## config.mk

```make
export PLATFORM = sky130hd
export DESIGN_NAME = tmr_pulse_window_counter
export DESIGN_NICKNAME = d
export VERILOG_FILES = /design/src/rtl/tmr_pkg.sv /design/src/rtl/pc_input_stage.sv /design/src/rtl/pc_window_timer.sv /design/src/rtl/pc_tmr_channel.sv /design/src/rtl/tmr_pulse_window_counter.sv
export SDC_FILE = /design/constraint.sdc
export NUM_CORES = 1
export LEC_CHECK = 0
export BUFFER_PORTS_ARGS = -buffer_cell sky130_fd_sc_hd__buf_2
export CAP_MARGIN = 20
export CORE_UTILIZATION = 63
export CTS_CLUSTER_DIAMETER = 30
export DETAILED_ROUTE_END_ITERATION = 6
export GPL_ROUTABILITY_DRIVEN = 0
export PLACE_DENSITY = 0.94
export SYNTH_ARGS = -nofsm -noshare
export SYNTH_HDL_FRONTEND = slang
export SYNTH_HIERARCHICAL = 1
export SYNTH_SLANG_ARGS = --single-unit
```

## constraint.sdc

```tcl
create_clock -name clk -period 6.78 [get_ports clk]
set_clock_uncertainty 0.1 [all_clocks]
set_input_delay 2.034 -clock clk [delete_from_list [all_inputs] [get_ports clk]]
set_output_delay 2.034 -clock clk [all_outputs]
set_load 0.01 [all_outputs]
```

## src/rtl/tmr_pkg.sv

```systemverilog
package tmr_pkg;
  localparam int unsigned NCOPY = 3;
  localparam int unsigned DEF_N_CH = 8;
  localparam int unsigned DEF_CNT_W = 20;
  localparam int unsigned DEF_WIN_CYCLES = 1600;
endpackage

```

## src/rtl/pc_input_stage.sv

```systemverilog
module pc_input_stage #(
  parameter int unsigned N_CH = 8
) (
  input  logic            clk,
  input  logic            rst_v,
  input  logic [N_CH-1:0] pulse_in,
  output logic [N_CH-1:0] rise
);
  logic [N_CH-1:0] in_q;
  logic [N_CH-1:0] last_q;

  // one register on the raw inputs, nothing ahead of it
  always_ff @(posedge clk) begin
    if (rst_v) begin
      in_q   <= '0;
      last_q <= '0;
    end else begin
      in_q   <= pulse_in;
      last_q <= in_q;
    end
  end

  assign rise = in_q & ~last_q;

  // a counted edge cannot repeat on the next cycle
  p_single_edge_r1: assert property (@(posedge clk) disable iff (rst_v)
    (rise != '0) |=> ((rise & $past(rise)) == '0));
endmodule

```

## src/rtl/pc_window_timer.sv

```systemverilog
module pc_window_timer
  import tmr_pkg::*;
#(
  parameter int unsigned WIN_CYCLES = 1600
) (
  input  logic clk,
  input  logic rst_v,
  output logic boundary,
  output logic done
);
  localparam int unsigned TW = (WIN_CYCLES > 2) ? $clog2(WIN_CYCLES) : 1;
  localparam int unsigned GW = $clog2(WIN_CYCLES + 1) + 1;
  localparam logic [TW-1:0] LAST = TW'(WIN_CYCLES - 1);

  logic [NCOPY-1:0][TW-1:0] t_q;
  logic [TW-1:0] t_v;
  logic [TW-1:0] t_nx;

  assign t_v = (t_q[0] & t_q[1]) | (t_q[0] & t_q[2]) | (t_q[1] & t_q[2]);
  assign boundary = (t_v == LAST);
  assign t_nx = boundary ? '0 : t_v + 1'b1;

  always_ff @(posedge clk) begin
    for (int i = 0; i < NCOPY; i++) begin
      t_q[i] <= rst_v ? '0 : t_nx;
    end
    done <= rst_v ? 1'b0 : boundary;
  end

  // checker: cycles since last strobe or reset
  logic [GW-1:0] gap_q;
  always_ff @(posedge clk) begin
    if (rst_v) gap_q <= '0;
    else       gap_q <= done ? GW'(1) : gap_q + 1'b1;
  end

  p_period_r2: assert property (@(posedge clk) disable iff (rst_v)
    done |-> (gap_q == GW'(WIN_CYCLES)));
  p_gap_bound_r2: assert property (@(posedge clk) disable iff (rst_v)
    gap_q <= GW'(WIN_CYCLES));
  p_strobe_one_r2: assert property (@(posedge clk) disable iff (rst_v)
    done |=> !done);
endmodule

```

## src/rtl/pc_tmr_channel.sv

```systemverilog
module pc_tmr_channel
  import tmr_pkg::*;
#(
  parameter int unsigned CNT_W = 20
) (
  input  logic             clk,
  input  logic             rst_v,
  input  logic             boundary,
  input  logic             inc,
  output logic [CNT_W-1:0] total
);
  localparam logic [CNT_W-1:0] TOP = '1;

  logic [NCOPY-1:0][CNT_W-1:0] run_q;
  logic [NCOPY-1:0][CNT_W-1:0] tot_q;
  logic [CNT_W-1:0] run_v;
  logic [CNT_W-1:0] run_nx;

  assign run_v = (run_q[0] & run_q[1]) | (run_q[0] & run_q[2]) | (run_q[1] & run_q[2]);
  assign total = (tot_q[0] & tot_q[1]) | (tot_q[0] & tot_q[2]) | (tot_q[1] & tot_q[2]);

  // edge in the boundary cycle opens the new window
  always_comb begin
    if (boundary)          run_nx = {{(CNT_W-1){1'b0}}, inc};
    else if (run_v == TOP) run_nx = TOP;
    else                   run_nx = run_v + {{(CNT_W-1){1'b0}}, inc};
  end

  // every copy rewritten from the vote: scrubbing each cycle
  always_ff @(posedge clk) begin
    for (int i = 0; i < NCOPY; i++) begin
      if (rst_v) begin
        run_q[i] <= '0;
        tot_q[i] <= '0;
      end else begin
        run_q[i] <= run_nx;
        tot_q[i] <= boundary ? run_v : total;
      end
    end
  end

  p_no_wrap_r5: assert property (@(posedge clk) disable iff (rst_v)
    !boundary |=> (run_v >= $past(run_v)));
  p_sat_hold_r5: assert property (@(posedge clk) disable iff (rst_v)
    (!boundary && run_v == TOP) |=> (run_v == TOP));
  p_total_hold_r3: assert property (@(posedge clk) disable iff (rst_v)
    !boundary |=> $stable(total));
  p_restart_r4: assert property (@(posedge clk) disable iff (rst_v)
    boundary |=> (run_v <= CNT_W'(1)));
endmodule

```

## src/rtl/tmr_pulse_window_counter.sv

```systemverilog
module tmr_pulse_window_counter
  import tmr_pkg::*;
#(
  parameter int unsigned N_CH       = DEF_N_CH,
  parameter int unsigned CNT_W      = DEF_CNT_W,
  parameter int unsigned WIN_CYCLES = DEF_WIN_CYCLES
) (
  input  logic                  clk,
  input  logic                  rst_n,
  input  logic [N_CH-1:0]       pulse_in,
  output logic                  win_done,
  output logic [N_CH*CNT_W-1:0] win_count
);
  // triplicated reset: async assert, clocked release, voted
  logic [NCOPY-1:0] rst_q;
  logic rst_v;

  always_ff @(posedge clk or negedge rst_n) begin
    if (!rst_n) rst_q <= '1;
    else        rst_q <= '0;
  end

  assign rst_v = (rst_q[0] & rst_q[1]) | (rst_q[0] & rst_q[2]) | (rst_q[1] & rst_q[2]);

  logic [N_CH-1:0] rise;
  logic boundary;

  pc_input_stage #(.N_CH(N_CH)) u_in (
    .clk(clk), .rst_v(rst_v), .pulse_in(pulse_in), .rise(rise)
  );

  pc_window_timer #(.WIN_CYCLES(WIN_CYCLES)) u_tmr (
    .clk(clk), .rst_v(rst_v), .boundary(boundary), .done(win_done)
  );

  for (genvar ch = 0; ch < N_CH; ch++) begin : g_ch
    pc_tmr_channel #(.CNT_W(CNT_W)) u_ch (
      .clk(clk), .rst_v(rst_v), .boundary(boundary), .inc(rise[ch]),
      .total(win_count[ch*CNT_W +: CNT_W])
    );
  end

  p_reset_clear_r7: assert property (@(posedge clk)
    rst_v |=> (win_count == '0 && !win_done));
endmodule

```

==> qor_table.md <==
| Item | Value | Unit |
| --- | --- | --- |
| Path type of the worst min-delay path | reg2reg | - |
| Number of enable flip-flop cells after synthesis | 0 | - |
| Share of cells above drive strength 1 | 22.93 | % |
| Hold Violations, Final | 0 | - |
| Most used standard cells in the synthesized netlist | dfxtp_1 (348), nor2_1 (181), mux2i_1 (160) | - |
| Number of antenna violations at the first check in global routing | 0 | - |
| Top cell family by delay on the critical path | flip-flops | - |
| End point of the critical path | win_count[43] | - |
| FF-to-FF Start | u_tmr/t_q[0]$_SDFF_PP0_ | - |
| CP Launch Type | register | - |
| Initial core utilization | 64.31 | % |
| Area of the die | 23,800 | sq um |
| Die Span Y | 154.3 | um |
| Synth async-reset ratio | 0.2865 | % |
| Cell chosen for the clock root | clkbuf_16 | - |
| Number of setup buffers added after CTS | 0 | - |
| Critical Path Stages | 1 | - |
| Transition at the pin with the smallest max-transition slack | 0.9685 | ns |
| Total of buffers placed on input and output ports | 170 | - |
| Row count | 55 | - |
| Yosys reg bits | 349 | - |
| Number of nets with antenna violations after routing | 0 | - |
| Detailed-route vias per instance | 5.949 | - |
| RSZ-0062 raised after global routing | false | - |
| Synthesized netlist cell count | 1,465 | - |
| Max frequency | 0.3113 | GHz |
| Wirelength per Cell | 17.02 | um |
| Slack of the worst reg-to-reg path | 3.92 | ns |
| Sort of element at the end of the critical path | primary output | - |
| Total Routing Usage GR | 27.71 | % |
| Via count of the first global-routing pass | 11,378 | - |
| Count of boundary I/O pins | 171 | - |
| Critical path class | reg2out | - |
| Avg Inst Size Synth | 9.969 | sq um |
| Max stage delay cell, worst path | dfxtp_1 | - |
| Required arrival time at the worst endpoint | 4.65 | ns |
| Crit path from | g_ch[2].u_ch/tot_q[43]$_SDFFE_PP0P_ | - |
| Hold buffers post-CTS | 0 | - |
| FF-to-FF End | g_ch[4].u_ch/run_q[58]$_SDFF_PP0_ | - |
| Number of levels in the clock H-tree | 2 | - |
| DRC violations left | 0 | - |
| Worst-path maximum fanout | 2 | - |
| Inserted Diodes | 0 | - |
| Worst r2r path cells | 6 | - |
| Max_cap viols | 0 | - |
| # setup viols final | 0 | - |
| Util after Layout | 77.30 | % |
| Die W | 154.3 | um |
| Cell with the most instances after synthesis | dfxtp_1 | - |
| Area of the mapped netlist | 14,610 | sq um |
| Post-layout nets | 1,655 | - |
| First-pass DRT Iterations | 7 | - |
| Number of DRC violations after detailed-routing iteration 0 | 632 | - |
| Maximum resistive drop on vdd | 0.2141 | mV |
| Num CTS Buffers | 60 | - |
| Cell type with the largest total area after synthesis | dfxtp_1 | - |
| Clock period minus worst slack | 3.212 | ns |
| Post-cts gate resize count | 0 | - |
| Number of distinct library cells after synthesis | 53 | - |
| CTS tree | built | - |
| Critical path's largest stage delay | 0.37 | ns |
| Standard cell core area | 22,710 | sq um |
| Worst Hold Slack | 0.3496 | ns |
| CP bufs+invs | 1 | - |
| Pwr/cell area | 292.3 | nW/um^2 |
| Global-route wire length before repair | 54.78 | mm |
| Total overflow reported by the global router | 0 | - |
| Half-perimeter wire length of the detailed placement result | 20.91 | mm |
| Synth-to-Final Area Change | 20.19 | % |
| Total vias in the final route | 11,683 | - |
| Clock-pin slew on the worst setup and hold paths | 0.05 | ns |
| Worst slew margin relative to its limit | 35.43 | % |
| Latest clock arrival within the worst-skew pair | 0.56 | ns |
| Most used DFF post-synth | dfxtp_1 | - |
| Pins Over Slew Limit | 0 | - |
| Aggregate negative setup slack | 0 | ns |
| Post-route clock period utilization | 47.37 | % |
| Sink count of the clock tree | 349 | - |
| Mapped Nets | 1,492 | - |
| Cell Chain, Critical Path | buf_2 | - |
| Total wire length | 33.43 | mm |
| Yosys top cell area share | 47.70 | % |
| Share of the yosys chip area belonging to registers | 47.88 | % |
| CTS Buffer Depth | 3 | - |
| Data arrival time of the critical path | 1.08 | ns |
| Leakage power summed over all cells | 6.642 | nW |
| Maximum number of pins on one net before global-route repair | 132 | - |
| Yosys synthesis warning count | 6 | - |
| Top area cells in the synthesized netlist | dfxtp_1 (48%), mux2i_1 (11%), nor2_1 (4.7%) | - |
| Result of the run | complete, no violations | - |
## layout by cell type (no fill, tap or decap), drive strengths merged, types with 11 or more instances in the layout
master	instances
ha	17
nor3	24
nand2	43
dfxtp	348
clkbuf	71
or3	11
a21oi	134
nor2	189
o21ai	12
xor2	34
inv	50
buf	174
xnor2	73
nand4	49
and4	16
nor4	41
nand3	69
clkinv	17
mux2i	160
nor2b	18
clkinvlp	12
## state kept, by name (all words and copies together) (netlist names)
| signal | cells |
|---|---|
| g_ch.u_ch/tot_q | 160 |
| u_tmr/done | 1 |
| u_in/in_q | 8 |
| u_in/last_q | 8 |
| u_tmr/t_q | 11 |
| rst_q | 1 |
| g_ch.u_ch/run_q | 160 |
## routing by layer
layer  GRT usage, %  share of wire, %  vias to the layer above
li1               -                 -                     5598
met1          34.15                42                     5591
met2          47.60                49                      404
met3          4.959               5.4                       90
met4          12.12               3.2                        0
met5              0                 0                        -
## cell type report
class	count	area, sq um
clock buffers	71	1613
inverters	42	157.7
fillers	1395	5155
repair buffers	174	893.4
well taps	285	356.6
flip-flops and latches	349	6997
multi-input cells	1001	7069
clock inverters	42	467.9
## cells by family (layout without fill, tap and decap cells)
kind of cell,count (synthesis),in the layout,synth area share (%)
buf+inv,115,329,3.761
fa+ha+maj,17,17,1.456
compound gates,213,213,9.158
mux,160,160,10.97
flops,349,349,47.88
simple gates,503,503,20.34
other cells,1,1,0.02568
xor+xnor,107,107,6.417
## how the worst min path moves through the flow
| stage | start | endpoint | slack [ns] | cells past startpoint |
|---|---|---|---|---|
| finish | u_in/in_q[6]$_SDFF_PP0_ | u_in/last_q[6]$_SDFF_PP0_ | 0.35 | 1 |
| global route | u_in/in_q[6]$_SDFF_PP0_ | u_in/last_q[6]$_SDFF_PP0_ | 0.36 | 1 |
| detailed placement | u_in/in_q[5]$_SDFF_PP0_ | u_in/last_q[5]$_SDFF_PP0_ | 0.34 | 1 |
| CTS | u_in/in_q[6]$_SDFF_PP0_ | u_in/last_q[6]$_SDFF_PP0_ | 0.35 | 1 |
| floorplan | u_tmr/t_q[0]$_SDFF_PP0_ | u_tmr/t_q[0]$_SDFF_PP0_ | 0.33 | 1 |
| global placement | u_in/in_q[5]$_SDFF_PP0_ | u_in/last_q[5]$_SDFF_PP0_ | 0.34 | 1 |
## report_power, final
part	internal, mW	switching (mW)
Combinational	0.0207	0.0441
Clock	1.92	1.06
Sequential	2.07	0.0182
Total	4.01	1.13
## metrics by stage
stage | power [mW] | std cells | cell area (sq um) | setup slack [ns]
finish | 5.132 | 1964 | 17550 | 3.568
global route | 5.281 | 1964 | 17550 | 3.526
CTS | 5.172 | 1964 | 17550 | 3.556
detailed placement | 2.190 | 1851 | 15470 | 3.957
global placement | 2.187 | 1851 | 15470 | 4.045
floorplan | 2.177 | 1465 | 14610 | 4.296
Power figures use the tool's default switching activity.
